## src/rtl/tp_pkg.sv

```systemverilog
package tp_pkg;

  typedef logic [1:0] ctr2_t;

  localparam ctr2_t CTR_WEAK_LO = 2'd1;

  function automatic ctr2_t ctr_step(input ctr2_t c, input logic up);
    if (up) return (c == 2'd3) ? c : c + 2'd1;
    else    return (c == 2'd0) ? c : c - 2'd1;
  endfunction

endpackage

```

## src/rtl/tp_fold.sv

```systemverilog
module tp_fold #(
  parameter int IN_W  = 30,
  parameter int OUT_W = 6
) (
  input  logic [IN_W-1:0]  din,
  output logic [OUT_W-1:0] dout
);
  localparam int NCHUNK = (IN_W + OUT_W - 1) / OUT_W;
  localparam int PAD_W  = NCHUNK * OUT_W;

  logic [PAD_W-1:0] padded;

  always_comb begin
    padded = '0;
    padded[IN_W-1:0] = din;
    dout = '0;
    for (int k = 0; k < NCHUNK; k++) dout = dout ^ padded[k*OUT_W +: OUT_W];
  end
endmodule

```

## src/rtl/tp_ctr_table.sv

```systemverilog
module tp_ctr_table import tp_pkg::*; #(
  parameter int    IDX_W = 6,
  parameter ctr2_t INIT  = CTR_WEAK_LO
) (
  input  logic             clk,
  input  logic             rst,
  input  logic             rd_en,
  input  logic [IDX_W-1:0] rd_idx,
  output logic             rd_hi,
  input  logic             wr_en,
  input  logic [IDX_W-1:0] wr_idx,
  input  logic             wr_up
);
  localparam int DEPTH = 1 << IDX_W;

  ctr2_t mem [DEPTH];

  always_ff @(posedge clk) begin
    if (rst) begin
      for (int i = 0; i < DEPTH; i++) mem[i] <= INIT;
      rd_hi <= INIT[1];
    end else begin
      if (rd_en) rd_hi <= mem[rd_idx][1];
      if (wr_en) mem[wr_idx] <= ctr_step(mem[wr_idx], wr_up);
    end
  end
endmodule

```

## src/rtl/tp_hist_reg.sv

```systemverilog
module tp_hist_reg #(
  parameter int HIST_W = 6
) (
  input  logic              clk,
  input  logic              rst,
  input  logic              shift_en,
  input  logic              bit_in,
  output logic [HIST_W-1:0] hist_o
);
  always_ff @(posedge clk) begin
    if (rst)           hist_o <= '0;
    else if (shift_en) hist_o <= {hist_o[HIST_W-2:0], bit_in};
  end
endmodule

```

## src/rtl/tourn_pred.sv

```systemverilog
module tourn_pred import tp_pkg::*; #(
  parameter int PC_W   = 30,
  parameter int BIM_W  = 6,
  parameter int HIST_W = 6,
  parameter int SEL_W  = 6
) (
  input  logic              clk,
  input  logic              rst,
  input  logic              pred_req,
  input  logic [PC_W-1:0]   pred_pc,
  output logic              pred_vld,
  output logic              pred_taken,
  output logic              pred_bim,
  output logic              pred_gsh,
  output logic [HIST_W-1:0] pred_hist,
  input  logic              upd_vld,
  input  logic [PC_W-1:0]   upd_pc,
  input  logic              upd_taken,
  input  logic              upd_bim,
  input  logic              upd_gsh,
  input  logic [HIST_W-1:0] upd_hist
);
  logic [HIST_W-1:0] ghr_q;
  logic [BIM_W-1:0]  bim_rd_idx, bim_wr_idx;
  logic [HIST_W-1:0] gfold_rd, gfold_wr, gsh_rd_idx, gsh_wr_idx;
  logic [SEL_W-1:0]  sel_rd_idx, sel_wr_idx;
  logic              sel_gsh;
  logic              sel_train;

  // address folding for each table, lookup and update side
  tp_fold #(.IN_W(PC_W), .OUT_W(BIM_W))  u_fb_rd (.din(pred_pc), .dout(bim_rd_idx));
  tp_fold #(.IN_W(PC_W), .OUT_W(BIM_W))  u_fb_wr (.din(upd_pc),  .dout(bim_wr_idx));
  tp_fold #(.IN_W(PC_W), .OUT_W(HIST_W)) u_fg_rd (.din(pred_pc), .dout(gfold_rd));
  tp_fold #(.IN_W(PC_W), .OUT_W(HIST_W)) u_fg_wr (.din(upd_pc),  .dout(gfold_wr));
  tp_fold #(.IN_W(PC_W), .OUT_W(SEL_W))  u_fs_rd (.din(pred_pc), .dout(sel_rd_idx));
  tp_fold #(.IN_W(PC_W), .OUT_W(SEL_W))  u_fs_wr (.din(upd_pc),  .dout(sel_wr_idx));

  assign gsh_rd_idx = gfold_rd ^ ghr_q;
  assign gsh_wr_idx = gfold_wr ^ upd_hist;
  assign sel_train  = upd_vld && (upd_bim != upd_gsh);

  tp_hist_reg #(.HIST_W(HIST_W)) u_ghr (
    .clk, .rst, .shift_en(upd_vld), .bit_in(upd_taken), .hist_o(ghr_q)
  );

  tp_ctr_table #(.IDX_W(BIM_W), .INIT(CTR_WEAK_LO)) u_bim (
    .clk, .rst, .rd_en(pred_req), .rd_idx(bim_rd_idx), .rd_hi(pred_bim),
    .wr_en(upd_vld), .wr_idx(bim_wr_idx), .wr_up(upd_taken)
  );

  tp_ctr_table #(.IDX_W(HIST_W), .INIT(CTR_WEAK_LO)) u_gsh (
    .clk, .rst, .rd_en(pred_req), .rd_idx(gsh_rd_idx), .rd_hi(pred_gsh),
    .wr_en(upd_vld), .wr_idx(gsh_wr_idx), .wr_up(upd_taken)
  );

  // chooser: upper half of the counter range selects the global component
  tp_ctr_table #(.IDX_W(SEL_W), .INIT(CTR_WEAK_LO)) u_sel (
    .clk, .rst, .rd_en(pred_req), .rd_idx(sel_rd_idx), .rd_hi(sel_gsh),
    .wr_en(sel_train), .wr_idx(sel_wr_idx), .wr_up(upd_gsh == upd_taken)
  );

  always_ff @(posedge clk) begin
    if (rst) begin
      pred_vld  <= 1'b0;
      pred_hist <= '0;
    end else begin
      pred_vld <= pred_req;
      if (pred_req) pred_hist <= ghr_q;
    end
  end

  assign pred_taken = sel_gsh ? pred_gsh : pred_bim;

endmodule

```

## config.mk

```make
export PLATFORM = sky130hd
export DESIGN_NAME = tourn_pred
export DESIGN_NICKNAME = d
export VERILOG_FILES = /design/src/rtl/tp_pkg.sv /design/src/rtl/tp_fold.sv /design/src/rtl/tp_ctr_table.sv /design/src/rtl/tp_hist_reg.sv /design/src/rtl/tourn_pred.sv
export SDC_FILE = /design/constraint.sdc
export NUM_CORES = 1
export LEC_CHECK = 0
export ABC_AREA = 0
export BUFFER_PORTS_ARGS = -buffer_cell sky130_fd_sc_hd__buf_2
export CORE_MARGIN = 5
export CORE_UTILIZATION = 63
export DETAILED_ROUTE_END_ITERATION = 8
export PLACE_DENSITY_LB_ADDON = 0.15
export SYNTH_ARGS = -nofsm -noshare
export SYNTH_HDL_FRONTEND = slang
export SYNTH_SLANG_ARGS = --single-unit
```

## constraint.sdc

```tcl
create_clock -name clk -period 4.8 [get_ports clk]
set_clock_uncertainty 0.2 [all_clocks]
set_input_delay 0.24 -clock clk [delete_from_list [all_inputs] [get_ports clk]]
set_output_delay 0.24 -clock clk [all_outputs]
set_load 0.02 [all_outputs]
```

== Word-level counts from Yosys, hierarchy flattened ==
Memories as Yosys holds them, arrays and structs flattened. A register that Yosys moved wholly into a read port is not among the register bits.
Index checks and enable logic that the tools add are counted.

* Add/sub/neg operators: 6
* Eq/ne operators: 5
* Mux-type cells: 33
* Bitwise gates (word level): 10
* Reduce and logical (&&, ||, !) cells: 7

{| class="wikitable"
|+ Operator list
! cell !! number
|-
| $xor 6x6->6 || 10
|-
| $mux 2 || 18
|-
| $mux 6 || 3
|-
| $mux 1 || 12
|-
| $add 2x1->2 const B || 3
|-
| $eq 2x2->1 const B || 3
|-
| $logic_not 2->1 || 3
|-
| $reduce_or 2->1 || 3
|-
| $sub 2x1->2 const B || 3
|-
| $eq 1x1->1 || 1
|-
| $logic_and 1x1->1 || 1
|-
| $ne 1x1->1 || 1
|}

* Bits in registers: 13
* Memory bits (writable): 384
* Logic and storage cells: 67
* Memories: 3

{| class="wikitable"
|+ Memories
! memory !! words !! bits a word !! rd ports !! clocked after Yosys merged registers in !! wr ports !! RTL line !! source
|-
| u_bim.mem || 64 || 2 || 2 || 1 || 64 || tp_ctr_table.sv:16 || <nowiki>ctr2_t mem [DEPTH];</nowiki>
|-
| u_gsh.mem || 64 || 2 || 2 || 1 || 64 || tp_ctr_table.sv:16 ||
|-
| u_sel.mem || 64 || 2 || 2 || 1 || 64 || tp_ctr_table.sv:16 ||
|}

== Depth between registers and ports, before layout ==
An unclocked memory read counts as a cell.

* Depth after elaboration: 12
* Gate-level depth with buffers: 14

== Modules after synthesis ==
From an unflattened synthesis, not the netlist that was laid out.

* Cells, all modules: 1940
* Area total of the unflattened synthesis: 23652.7 µm²

{| class="wikitable"
|+ Modules (own cells, without submodules)
! module !! times used !! cells each !! area an instance (µm²) !! sequential area each (µm²)
|-
| tp_ctr_table (u_bim ...) || 2 || 583 || 7315.8 || 3863.7
|-
| tp_ctr_table (u_sel) || 1 || 610 || 6985.4 || 3863.7
|-
| tp_fold || 6 || 18 || 240.2 || 0.0
|-
| tourn_pred || 1 || 37 || 380.4 || 140.1
|-
| tp_hist_reg || 1 || 19 || 214.0 || 120.1
|}

== Least setup slack after synthesis ==
Ideal clock, no wire load.

* Path type: input -> register
* Start: in upd_pc[1]
* End: mem u_bim.mem[63][1] in the netlist's numbering (data pin)
* Setup time: 0.152 ns
* Arrival: 3.065 ns
* Data required time: 4.448 ns
* Slack: 1.383 ns
* Stages on the path: 11
* Buffers on the path: 3
* Cells stage by stage: xnor3_4 > xor2_4 > buf_4 > o221ai_1 > a221o_1 > a2111oi_0 > nand4_1 > maj3_2 > buf_2 > buf_4 > nor3_2

{| class="wikitable"
|+ RTL lines
! what !! RTL line !! source
|-
| from (decl) || tourn_pred.sv:17 || <nowiki>input logic [PC_W-1:0] upd_pc,</nowiki>
|-
| to (decl) || tp_ctr_table.sv:16 ||
|}

==> results.py <==
metrics = {
    "status": {
        "run_status": "complete, no violations",
    },
    "routing": {
        "routed_wl_mm": 67.6,
        "post-route-drc-count": 0,
        "drt_iter0_drc": 3203,
        "ant_nets": 0,
        "wire_per_inst_um": 25.0,
        "routed-via-count": 18500,
        "viasPerCell": 6.83,
        "drt_first_pass_iters": 8,
    },
    "global_routing": {
        "wire_length_of_the_first_global_routing_pass_mm": 104,
        "grt_max_degree": 194,
        "first_global_vias": 17500,
        "antenna_found_initial": 1,
        "globalRouteOverflowTotal": 0,
        "grtUsageTotal_pct": 32.8,
    },
    "floorplanning": {
        "fp-row-count": 70,
        "boundaryPins": 83,
        "chipHeight_um": 201,
        "start_util_pct": 63.4,
        "floorplan.die_area_sq_mm": 0.0406,
        "die_width_um": 201,
        "floorplan.core_area_sq_mm": 0.0364,
    },
    "power_and_ir_drop": {
        "comb_power_share_pct": 38.0,
        "switchingPower_mw": 4.52,
        "worst_ir_drop_vdd_uv": 299,
        "swShare_pct": 38.4,
        "power_density_mw_per_mm2": 458,
        "clock_power_share_pct": 28.0,
        "power.share.sequential_pct": 34.0,
        "cell_leakage_power_nw": 8.74,
        "internal_power_mw": 7.27,
    },
    "sta": {
        "period_share_pct": 80.1,
        "slew_viol_final": 0,
        "maxSlewHeadroom_pct": 35.1,
        "hold_viol": 0,
        "worst_slew_pin_slew_ns": 0.966,
        "finalCriticalPeriod_ns": 3.84,
        "rsz0062_at_grt": "no",
        "holdWs_ns": 0.159,
        "achievable-frequency_ghz": 0.260,
        "timing.setup.tns_ns": 0,
        "setup_viol_count_final": 0,
    },
    "logic_synthesis": {
        "ys_seq_area_share_pct": 51.3,
        "ys_seq_elements": 400,
        "synth.net_count": 2217,
        "postSynth.topFlopCell": "sky130_fd_sc_hd__edfxtp_1",
        "synth_cell_types": 71,
        "synth.avg_cell_area_sq_um": 10.8,
        "synth_edf_count": 384,
        "post_synth_main_area_contributors": "sky130_fd_sc_hd__edfxtp_1 (50%), sky130_fd_sc_hd__mux2i_1 (5.8%), sky130_fd_sc_hd__nand2_1 (5.7%), sky130_fd_sc_hd__mux4_2 (4.8%), sky130_fd_sc_hd__nor2_1 (4.0%)",
        "post-synth-top-area-cell": "sky130_fd_sc_hd__edfxtp_1",
        "synthDominantCellAreaShare_pct": 49.9,
        "synth.cell_area_sq_mm": 0.0231,
        "syn_inst": 2144,
        "ys_warn_count": 0,
        "async_reset_ff_share_pct": 0,
    },
    "clocking": {
        "clk-insertion-delay-late_ns": 0.59,
        "clockBufferDepth": 3,
        "cts_inserted_buffers": 44,
        "cts_root_buffer": "sky130_fd_sc_hd__clkbuf_16",
        "tritoncts_num_sinks": 400,
        "tritoncts": "done",
        "clkTransAtPathRegs_ns": 0.06,
        "ctsResizeCount": 0,
        "htree_levels": 2,
        "cts_post_setup_buffers_inserted": 0,
    },
    "placed_design": {
        "dpl.cell_count": 2616,
        "dpl.hpwl_mm": 46.2,
        "port_buffers": 82,
        "place.gp.congestion": 1.02,
    },
    "setup_path": {
        "worst_r2r_endpoint": "u_sel.mem[2][0]$_SDFFCE_PN1P_",
        "critPathArrivalTime_ns": 4.07,
        "startpoint_type": "primary input",
        "r2r_slack_ns": 1.82,
        "cp_data_required_time_ns": 5.02,
        "cp_max_fo": 32,
        "reg2reg_launch_point": "u_sel.mem[30][0]$_SDFFCE_PN1P_",
        "timing.setup.critical_path_class": "primary input to flip-flop",
        "worst-r2r-cell-count": 8,
        "timing.critical_path.to_type": "flip-flop",
    },
    "min_path": {
        "whs_endpoint": "u_gsh.mem[28][0]$_SDFFCE_PN1P_",
        "timing.hold.worst_path_depth": 4,
        "hold_crit_path_type": "primary input to flip-flop",
        "min_from": "upd_hist[3]",
    },
    "layout": {
        "final_cells": 2703,
        "fin_util_pct": 70.6,
        "synthToLayoutAreaGrowth_pct": 11.4,
        "drive_above_1_share_pct": 20.3,
        "design.final.nets": 2275,
        "most_common_cell_after_layout_fill_and_taps_aside": "sky130_fd_sc_hd__edfxtp_1",
        "antenna_cells_inserted": 0,
        "layout_common_cells": "sky130_fd_sc_hd__edfxtp_1 (384), sky130_fd_sc_hd__nand2_1 (350), sky130_fd_sc_hd__nor2_1 (248), sky130_fd_sc_hd__nand3_1 (150), sky130_fd_sc_hd__mux2i_1 (134)",
    },
    "job": {
        "maxCapViolCount": 0,
    },
}
metrics by stage:
| step | cell area (sq um) | setup WS, ns | power, mW |
|---|---|---|---|
| final | 25700 | 0.957 | 11.8 |
| after floorplan | 23100 | 1.38 | 7.01 |
| after CTS | 25700 | 1.07 | 11.7 |
| after global placement | 24200 | 0.562 | 8.34 |
| after detailed placement | 24200 | 0.490 | 8.39 |
| after global routing | 25700 | 0.907 | 12.1 |
layout make-up:
class,count,area [sq um]
Sequential cell,400,11900
Clock inverter,25,205
Inverter,2,7.51
Timing Repair Buffer,184,1400
Clock buffer,54,1180
Multi-Input combinational cell,1570,10500
Tap cell,468,586
Fill cell,2609,10700
registers in the layout, summed over array words and instances, names as in the netlist, 6 cells and up:
signal / cells
u_gsh.mem: 128
u_sel.mem: 128
pred_hist: 6
u_ghr.hist_o: 6
u_bim.mem: 128
Yosys cell counts, drive strengths merged, types with 15 or more instances:
cell type,number
o221ai,16
edfxtp,384
o21ai,32
nand2b,98
nand2,350
a21oi,18
nor3,166
xor2,17
nor2,248
dfxtp,16
mux2i,134
a311oi,15
buf,96
nand3,150
or2,83
xnor2,30
mux4,49
clkbuf,76
power by group through the flow:
stage                     Clock (mW)  Sequential (mW)  Combinational [mW]
after floorplan                    0             4.04                2.97
after global placement             0             4.07                4.27
after detailed placement           0             4.07                4.32
after CTS                       3.31             4.00                4.34
after global routing            3.46             4.01                4.66
final                           3.30             4.00                4.48
worst max-delay path: stages:
cell and delay (ns):
sky130_fd_sc_hd__buf_2 0.08, sky130_fd_sc_hd__xnor3_4 0.61, sky130_fd_sc_hd__xor2_4 0.61, sky130_fd_sc_hd__buf_12 0.28, sky130_fd_sc_hd__mux4_2 0.57, sky130_fd_sc_hd__nor3_1 0.39
sky130_fd_sc_hd__a311oi_1 0.15, sky130_fd_sc_hd__and4b_1 0.28, sky130_fd_sc_hd__maj3_2 0.45, sky130_fd_sc_hd__buf_12 0.23, sky130_fd_sc_hd__nand3_1 0.12
routing by layer:
| layer | part of all wire, % | GRT usage [%] | vias to the layer above |
|---|---|---|---|
| li1 | - | - | 7920 |
| met3 | 15 | 10.2 | 211 |
| met4 | 3.6 | 10.6 | 0 |
| met2 | 43 | 47.5 | 1435 |
| met1 | 38 | 47.9 | 8908 |
| met5 | 0 | 0 | - |
worst max-delay path by stage:
stage	cells past startpoint	end	startpoint
3_3_place_gp	12	u_sel.mem[61][0]$_SDFFCE_PN1P_	upd_pc[1]
4_1_cts	11	u_sel.mem[2][0]$_SDFFCE_PN1P_	upd_pc[1]
2_1_floorplan	11	u_bim.mem[63][1]$_SDFFCE_PN0P_	upd_pc[1]
6_report	11	u_sel.mem[2][0]$_SDFFCE_PN1P_	upd_pc[1]
3_5_place_dp	11	u_sel.mem[2][0]$_SDFFCE_PN1P_	upd_pc[1]
5_1_grt	11	u_sel.mem[59][0]$_SDFFCE_PN1P_	upd_pc[1]
repair_timing:
| action | CTS | global route |
|---|---|---|
| hold buffers | 8 | 0 |
| hold endpoints to repair | 51 | 0 |
| setup endpoints to repair | 0 | 0 |
kinds of logic (layout without fill, tap and decap cells):
| family | Yosys count | count (layout) | share of synthesized area, % |
|---|---|---|---|
| AND/OR/NAND/NOR | 1130 | 1130 | 23.6 |
| flip-flops | 400 | 400 | 51.3 |
| multiplexers | 188 | 188 | 10.8 |
| AO/OA/AOI/OAI | 177 | 177 | 5.50 |
| buffers and inverters | 174 | 265 | 3.85 |
| XOR/XNOR | 69 | 69 | 4.60 |
| adder cells (fa/ha/maj) | 6 | 6 | 0.282 |
Power figures use the tool's default switching activity.
